$ cat src/rtl/shu_pkg.sv
package shu_pkg;
  localparam int OPC_W = 5;

  localparam logic [OPC_W-1:0] OPC_SHR  = 5'd26;
  localparam logic [OPC_W-1:0] OPC_SHRA = 5'd27;
  localparam logic [OPC_W-1:0] OPC_SHL  = 5'd28;
  localparam logic [OPC_W-1:0] OPC_SHC  = 5'd29;

  typedef enum logic [1:0] {
    SK_RIGHT_LOG = 2'd0,
    SK_RIGHT_ARI = 2'd1,
    SK_LEFT_LOG  = 2'd2,
    SK_LEFT_ROT  = 2'd3
  } shift_kind_e;
endpackage

$ cat src/rtl/shu_decode.sv
module shu_decode
  import shu_pkg::*;
#(
  parameter int CNT_W = 5
) (
  input  logic [OPC_W-1:0] op_code,
  input  logic [CNT_W-1:0] imm_cnt,
  input  logic [CNT_W-1:0] reg_cnt,
  output logic             is_shift,
  output shift_kind_e      kind,
  output logic [CNT_W-1:0] count
);
  always_comb begin
    is_shift = 1'b1;
    kind     = SK_RIGHT_LOG;
    unique case (op_code)
      OPC_SHR:  kind = SK_RIGHT_LOG;
      OPC_SHRA: kind = SK_RIGHT_ARI;
      OPC_SHL:  kind = SK_LEFT_LOG;
      OPC_SHC:  kind = SK_LEFT_ROT;
      default:  is_shift = 1'b0;
    endcase
  end

  // A zero immediate field selects the register-count form.
  assign count = (imm_cnt != '0) ? imm_cnt : reg_cnt;
endmodule

$ cat src/rtl/shu_mirror.sv
module shu_mirror #(
  parameter int W = 32
) (
  input  logic [W-1:0] din,
  output logic [W-1:0] dout
);
  for (genvar i = 0; i < W; i++) begin : g_bit
    assign dout[i] = din[W-1-i];
  end
endmodule

$ cat src/rtl/shu_stage.sv
module shu_stage #(
  parameter int W   = 32,
  parameter int AMT = 1
) (
  input  logic         en,
  input  logic         rot,
  input  logic         fill,
  input  logic [W-1:0] din,
  output logic [W-1:0] dout
);
  logic [W-1:0] moved;

  always_comb begin
    if (rot) moved = {din[W-AMT-1:0], din[W-1:W-AMT]};
    else     moved = {din[W-AMT-1:0], {AMT{fill}}};
  end

  assign dout = en ? moved : din;
endmodule

$ cat src/rtl/shu_barrel.sv
module shu_barrel
  import shu_pkg::*;
#(
  parameter int DATA_W = 32,
  parameter int CNT_W  = 5
) (
  input  logic [DATA_W-1:0] din,
  input  logic [CNT_W-1:0]  count,
  input  shift_kind_e       kind,
  output logic [DATA_W-1:0] dout
);
  logic              go_right;
  logic              rot;
  logic              fill;
  logic [DATA_W-1:0] rev_in;
  logic [DATA_W-1:0] rev_out;
  logic [DATA_W-1:0] lvl [CNT_W+1];

  assign go_right = (kind == SK_RIGHT_LOG) || (kind == SK_RIGHT_ARI);
  assign rot      = (kind == SK_LEFT_ROT);
  assign fill     = (kind == SK_RIGHT_ARI) ? din[DATA_W-1] : 1'b0;

  shu_mirror #(.W(DATA_W)) u_mir_in (.din(din), .dout(rev_in));

  assign lvl[0] = go_right ? rev_in : din;

  for (genvar i = 0; i < CNT_W; i++) begin : g_stage
    shu_stage #(.W(DATA_W), .AMT(1 << i)) u_stage (
      .en  (count[i]),
      .rot (rot),
      .fill(fill),
      .din (lvl[i]),
      .dout(lvl[i+1])
    );
  end

  shu_mirror #(.W(DATA_W)) u_mir_out (.din(lvl[CNT_W]), .dout(rev_out));

  assign dout = go_right ? rev_out : lvl[CNT_W];
endmodule

$ cat src/rtl/shift_exec_unit.sv
module shift_exec_unit
  import shu_pkg::*;
#(
  parameter int DATA_W = 32,
  localparam int CNT_W = $clog2(DATA_W)
) (
  input  logic              clk,
  input  logic              rst,
  input  logic              in_valid,
  input  logic [OPC_W-1:0]  op_code,
  input  logic [CNT_W-1:0]  imm_cnt,
  input  logic [DATA_W-1:0] src_val,
  input  logic [CNT_W-1:0]  reg_cnt,
  output logic              out_valid,
  output logic [DATA_W-1:0] result
);
  logic              is_shift;
  shift_kind_e       kind;
  logic [CNT_W-1:0]  count;
  logic [DATA_W-1:0] shifted;

  shu_decode #(.CNT_W(CNT_W)) u_decode (
    .op_code (op_code),
    .imm_cnt (imm_cnt),
    .reg_cnt (reg_cnt),
    .is_shift(is_shift),
    .kind    (kind),
    .count   (count)
  );

  shu_barrel #(.DATA_W(DATA_W), .CNT_W(CNT_W)) u_barrel (
    .din  (src_val),
    .count(count),
    .kind (kind),
    .dout (shifted)
  );

  always_ff @(posedge clk) begin
    if (rst) begin
      out_valid <= 1'b0;
      result    <= '0;
    end else begin
      out_valid <= in_valid && is_shift;
      if (in_valid && is_shift) result <= shifted;
    end
  end
endmodule

$ cat config.mk
export PLATFORM = sky130hd
export DESIGN_NAME = shift_exec_unit
export DESIGN_NICKNAME = d
export VERILOG_FILES = /design/src/rtl/shu_pkg.sv /design/src/rtl/shu_decode.sv /design/src/rtl/shu_mirror.sv /design/src/rtl/shu_stage.sv /design/src/rtl/shu_barrel.sv /design/src/rtl/shift_exec_unit.sv
export SDC_FILE = /design/constraint.sdc
export NUM_CORES = 1
export LEC_CHECK = 0
export CORE_ASPECT_RATIO = 0.5
export CORE_MARGIN = 2
export CORE_UTILIZATION = 25
export DETAILED_ROUTE_END_ITERATION = 6
export DONT_BUFFER_PORTS = 1
export SYNTH_ARGS = -nofsm -noshare
export SYNTH_HDL_FRONTEND = slang
export SYNTH_SLANG_ARGS = --single-unit
$ cat constraint.sdc
create_clock -name clk -period 3.2 [get_ports clk]
set_input_delay 0.32 -clock clk [delete_from_list [all_inputs] [get_ports clk]]
set_output_delay 0.32 -clock clk [all_outputs]
set_load 0.02 [all_outputs]
==> run summary, run 1 <==
R2R Path Start: result[27]
WS Path Type: primary input to flip-flop
Worst Path Buf+Inv: 2
CP Cell Sequence: nor2b_1 > buf_12 > a21o_2 > buf_12 > mux2i_1 > a221oi_1 > a21oi_1 > nand2_1 > and3_1 > o2bb2ai_1 > a221o_1
Final hold violation count: 0
Grt total ovfl: 0
H-tree levels: 2
Final WL: 24.3 mm
Layout area overhead: 18.0%
Total GRT Usage: 22.5%
Min Clock Period, post-route: 2880 ps
First-pass GRT wire length: 36.0 mm
Row cnt: 36
Antenna viol nets, final: 0
Setup violations, final: 0
Final period util: 89.9%
HP Start: rst
Setup_tns: 0 ps
Setup Skew: 0 ps
DP HPWL: 19.2 mm
Initial Util: 25.5%
Cells after Synth: 692
Design area: 5840 um^2
Status: completed
Syn nets: 742
Required time of the critical path: 3360 ps
Ys flop type: dfxtp_1
Maximum clock rate: 348 MHz
CTS sink count: 33
Final Slew Violations: 0
Asr flop ratio synth: 0%
Most used cell, CP: buf_12
Critical Path Sink: result[18]
Min-Delay Path Class: primary input to flip-flop
CP max stage cell: a21oi_1
Setup crit end kind: flip-flop
CTS resizes: 0
CTS tree: yes
Total CTS buffers: 5
Clock root cell: clkbuf_16
Die X: 203 um
Distinct cell type count after synthesis: 65
PwrDens: 313 nW/um^2
CP Launch Type: primary input
Routed via count: 6197
PortBufs: 0
Largest net degree at the start of global routing: 43
Io pins: 83
Final Util: 30.1%
Clock buffer depth: 2
First-pass detailed-route iteration total: 6
Critical path's largest stage delay: 490 ps
Die ar.: 21000 um^2
Cells on worst reg2reg path: 4
WP data arrival: 3040 ps
Setup bufs post-CTS: 0
Worst setup path startpoint: reg_cnt[0]
LEAKAGE: 0.00222 uW
Non-Filler Instances: 981
Peak fanout along the critical path: 42
Ys Warns: 0
Number of global-route vias before repair: 5571
Placed Cells: 974
Routed vias/inst: 6.32
Core area: 19400 um^2
Post-Syn Area per Cell: 7.15 um^2
Residual DRC: 0
Mapped cell area: 4950 um^2
Cell family with most CP delay: compound AO/OA/AOI/OAI gates
Ant diodes: 0
Nets: 765
Number of antenna violations at the first check in global routing: 0
EDFF count, synth: 0
Clk pin slew, worst setup/hold paths: 50 ps
Placed Instance Area: 5680 um^2
Die Ht: 103 um
Worst IR Drop VDD: 0.000224 V
Crit path depth: 11
Gpl congestion: 1.00
RSZ-0062 raised after global routing: false
Clk_lat worst skew: 270 ps
R2R Setup Slk: 2240 ps
Tightest Pin Transition: 950 ps
CTS Hold Bufs: 0
Register area share after synthesis: 13.4%
Max-slew headroom: 36.4%
Avg WL per Cell: 24.8 um
Share of post-route cells with drive strength above 1: 17.5%
Worst reg2reg path endpoint: result[27]
#FFs+latches synth: 33
Max Cap Viol: 0
Initial DRC count: 1155
[worst reg2reg max path: cells and delay by family (launching register included)]
family	cells	cell delay (ps)
AO/OA/AOI/OAI	2	300
flip-flops	1	370
AND/OR/NAND/NOR	2	180
[power by group]
part	internal (uW)	switching, uW	total, uW
registers	424	24.8	449
clock network	361	169	530
logic	330	519	850
total	1110	713	1830
[flip-flops by register name, summed over array words and instances (netlist names)]
signal,flops
out_valid,1
result,32
[routing by layer]
metal | wire length, um | part of all wire [%] | global-route usage [%] | vias to the layer above
li1 | - | - | - | 2772
met3 | 3120 | 13 | 6.45 | 40
met2 | 9750 | 40 | 33.2 | 397
met5 | 0 | 0 | 0 | -
met4 | 377 | 1.6 | 3.37 | 0
met1 | 11100 | 45 | 32.7 | 2988
[Yosys cell counts, types with 5 or more instances]
cell type | count | area share (%)
a22oi_1 | 14 | 2.1
clkbuf_1 | 28 | 2.1
nand3_1 | 17 | 1.7
nand4_1 | 7 | 0.88
a31o_2 | 9 | 1.6
o211ai_1 | 13 | 2.0
o2bb2ai_1 | 8 | 1.4
a2111oi_0 | 5 | 0.88
a211oi_1 | 17 | 2.6
nand2b_1 | 18 | 2.3
buf_4 | 8 | 1.2
mux2_2 | 13 | 3.0
a32oi_1 | 10 | 1.8
buf_2 | 17 | 1.7
and3_1 | 5 | 0.63
a211o_1 | 9 | 1.6
nor3_1 | 14 | 1.4
mux4_2 | 9 | 4.1
o221ai_1 | 10 | 1.8
dfxtp_1 | 33 | 13
a221o_1 | 8 | 1.6
nand2_1 | 88 | 6.7
a21o_1 | 12 | 1.8
nor2_1 | 61 | 4.6
and2_1 | 6 | 0.76
a21oi_1 | 60 | 6.1
o21a_1 | 5 | 0.76
mux2i_1 | 46 | 9.3
a221oi_1 | 15 | 2.7
o21ai_0 | 43 | 4.3
o22ai_1 | 11 | 1.4
buf_1 | 5 | 0.38
a31oi_1 | 12 | 1.5
[worst min path at each step]
stage               slack [ps]         end  cells past startpoint
floorplan                  550  result[10]                      2
global placement           390  result[16]                      1
detailed placement         400  result[16]                      1
CTS                        110  result[16]                      1
global route               120  result[16]                      1
finish                     110  result[16]                      1
[area by class of cell]
cell class | count | area [um^2]
repair buffers | 77 | 666
multi-input cells | 594 | 4010
well taps | 266 | 333
clock buffers | 5 | 125
inverters | 4 | 15.0
flip-flops and latches | 33 | 661
fillers | 2093 | 13600
clock inverters | 2 | 35.0
[cell usage in the layout, fill, tap and decap left out, types with 5 or more instances in the layout]
master / n
and2_1: 6
nand2b_1: 18
a31oi_1: 9
buf_12: 7
nand3_1: 17
o2bb2ai_1: 8
a211oi_1: 17
clkbuf_16: 5
a31o_2: 9
a32oi_1: 10
buf_4: 70
mux2i_1: 46
o21ai_0: 43
nor2_1: 61
dfxtp_1: 33
and3_1: 5
o211ai_1: 13
a21oi_1: 60
a221o_1: 8
mux2_2: 13
a21o_1: 11
nor3_1: 14
a221oi_1: 15
a22oi_1: 14
o221ai_1: 10
o21a_1: 5
mux4_2: 9
nand4_1: 7
a211o_1: 9
a2111oi_0: 5
o22ai_1: 11
nand2_1: 88
[stage by stage]
step,worst slack [ps],power [uW],hold WS [ps]
2_1_floorplan,515,968,553
3_3_place_gp,145,1280,392
3_5_place_dp,170,1270,397
4_1_cts,445,1810,112
5_1_grt,211,1900,117
6_report,322,1830,113
[cell families (layout without fill, tap and decap cells)]
kind of cell | Yosys count | count (layout) | share of synthesized area, %
AO/OA/AOI/OAI | 294 | 294 | 42.2
XOR/XNOR | 2 | 2 | 0.354
buffers and inverters | 65 | 88 | 6.42
flip-flops | 33 | 33 | 13.4
multiplexers | 68 | 68 | 16.4
AND/OR/NAND/NOR | 230 | 230 | 21.3
Note: power is estimated with default switching activity, not from simulation.
==> inputs of run 2 (changes only) <==
--- a/config.mk
+++ b/config.mk
@@ -5,11 +5,14 @@
 export SDC_FILE = /design/constraint.sdc
 export NUM_CORES = 1
 export LEC_CHECK = 0
+export CAP_MARGIN = 20
 export CORE_ASPECT_RATIO = 0.5
 export CORE_MARGIN = 2
 export CORE_UTILIZATION = 25
 export DETAILED_ROUTE_END_ITERATION = 6
 export DONT_BUFFER_PORTS = 1
+export GPL_TIMING_DRIVEN = 0
+export PLACE_DENSITY = 0.42
 export SYNTH_ARGS = -nofsm -noshare
 export SYNTH_HDL_FRONTEND = slang
 export SYNTH_SLANG_ARGS = --single-unit
==> run summary, run 2 (same netlist as run 1, synthesis figures left out) <==
Initial DRC count: 974
PwrDens: 331 nW/um^2
Row cnt: 36
Final Util: 28.6%
RSZ-0062 raised after global routing: true
Peak fanout along the critical path: 10
Min-Delay Path Depth: 2
Min-Delay Path Class: primary input to flip-flop
Layout area overhead: 12.0%
Max Cap Viol: 0
Die X: 203 um
Cells on worst reg2reg path: 4
H-tree levels: 2
Gpl congestion: 0.988
Max-slew headroom: 28.4%
Grt total ovfl: 0
First-pass detailed-route iteration total: 6
Design area: 5540 um^2
Core area: 19400 um^2
Share of post-route cells with drive strength above 1: 12.9%
Final Slew Violations: 0
Die ar.: 21000 um^2
Required time of the critical path: 3340 ps
Ant diodes: 0
Worst Setup Slack, final: 77.5 ps
Top flop regs: result (32), out_valid (1)
Initial Util: 25.5%
Status: completed
Min Clock Period, post-route: 3120 ps
Total GRT Usage: 25.7%
Residual DRC: 0
Clk_lat worst skew: 270 ps
Antenna viol nets, final: 0
Placed Instance Area: 5280 um^2
Fin Hold WS: 555 ps
Setup crit end kind: flip-flop
Largest net degree at the start of global routing: 20
Nets: 753
PortBufs: 0
Avg WL per Cell: 28.8 um
Largest register FFs: 32
Setup_tns: 0 ps
Number of global-route vias before repair: 5744
Final period util: 97.6%
Clock root cell: clkbuf_16
Post-Place Setup Slack: -672 ps
CP Launch Type: primary input
CTS sink count: 33
Clk pin slew, worst setup/hold paths: 50 ps
Clock buffer depth: 2
Routed vias/inst: 6.56
Tightest Pin Transition: 1070 ps
First-pass GRT wire length: 40.1 mm
LEAKAGE: 0.00203 uW
Setup violations, final: 0
Worst IR Drop VDD: 0.000179 V
Maximum clock rate: 320 MHz
Final WL: 27.9 mm
Biggest register: result
Most frequent cells in the layout: nand2_1 (88), nor2_1 (61), a21oi_1 (59), mux2i_1 (46), o21ai_0 (43)
Number of antenna violations at the first check in global routing: 0
WP data arrival: 3260 ps
Total CTS buffers: 5
CTS tree: yes
Setup Skew: 0 ps
Die Ht: 103 um
Routed via count: 6365
DP HPWL: 22.1 mm
Io pins: 83
Final hold violation count: 0
WS Path Type: primary input to flip-flop
Commonest non-fill, non-tap cell in the layout: nand2_1
CTS Hold Bufs: 0
run 2: cell count changes in the layout (fill, tap and decap cells not counted), moves of 2 or more:
cell	before	now
buf_2	0	16
buf_1	0	2
clkbuf_2	0	5
buf_6	0	3
buf_12	7	0
clkbuf_4	0	2
a221oi_1	15	12
clkbuf_1	0	24
a221oi_2	1	4
buf_4	70	14
run 2: cell type report:
class / count / area [um^2]
multi-input cells: 594 / 4010
flip-flops and latches: 33 / 661
clock buffers: 7 / 143
plain buffers: 59 / 308
clock inverters: 1 / 30.0
repair buffers: 6 / 45.0
fillers: 2193 / 13900
inverters: 4 / 15.0
well taps: 266 / 333
run 2: final timing paths:
kind / start / endpoint / slack (ps)
min reg2reg: result[21] / result[21] / 600
max reg2reg: result[27] / result[27] / 2170
min: rst / result[1] / 560
max: imm_cnt[3] / result[6] / 80
run 2: per-stage QoR:
stage                     std cells  total power [uW]
after floorplan                 692               968
after global placement          958              1250
after detailed placement        958              1230
after CTS                       965              1800
after global routing            970              1900
final                           970              1840
run 2: report_power, final:
group          internal (uW)  switching [uW]  leakage, uW
registers                424            25.3     0.000267
logic                    268             559      0.00168
clock network            389             171    0.0000841
total                   1080             755      0.00203
run 2: metal layers:
layer	global-route usage, %	share of wire [%]	vias up
met5	0	0	-
met4	4.94	1.6	0
met3	5.70	11	42
met2	39.3	41	425
met1	37.2	47	3148
li1	-	-	2750
run 2: critical path: stages:
cell and delay [ps]:
or3_4 400, o21a_1 260, buf_2 250, clkbuf_4 300, a22oi_1 390, a2bb2oi_1 400
o21ai_0 140, mux2i_1 270, a21oi_1 120, o311ai_0 390
run 2: repair_timing:
| item | CTS | global route |
|---|---|---|
| pin swaps | 0 | 2 |
| endpoints found under the setup margin | 20 | 20 |
| gates resized for setup | 5 | 12 |
| setup buffers | 0 | 6 |
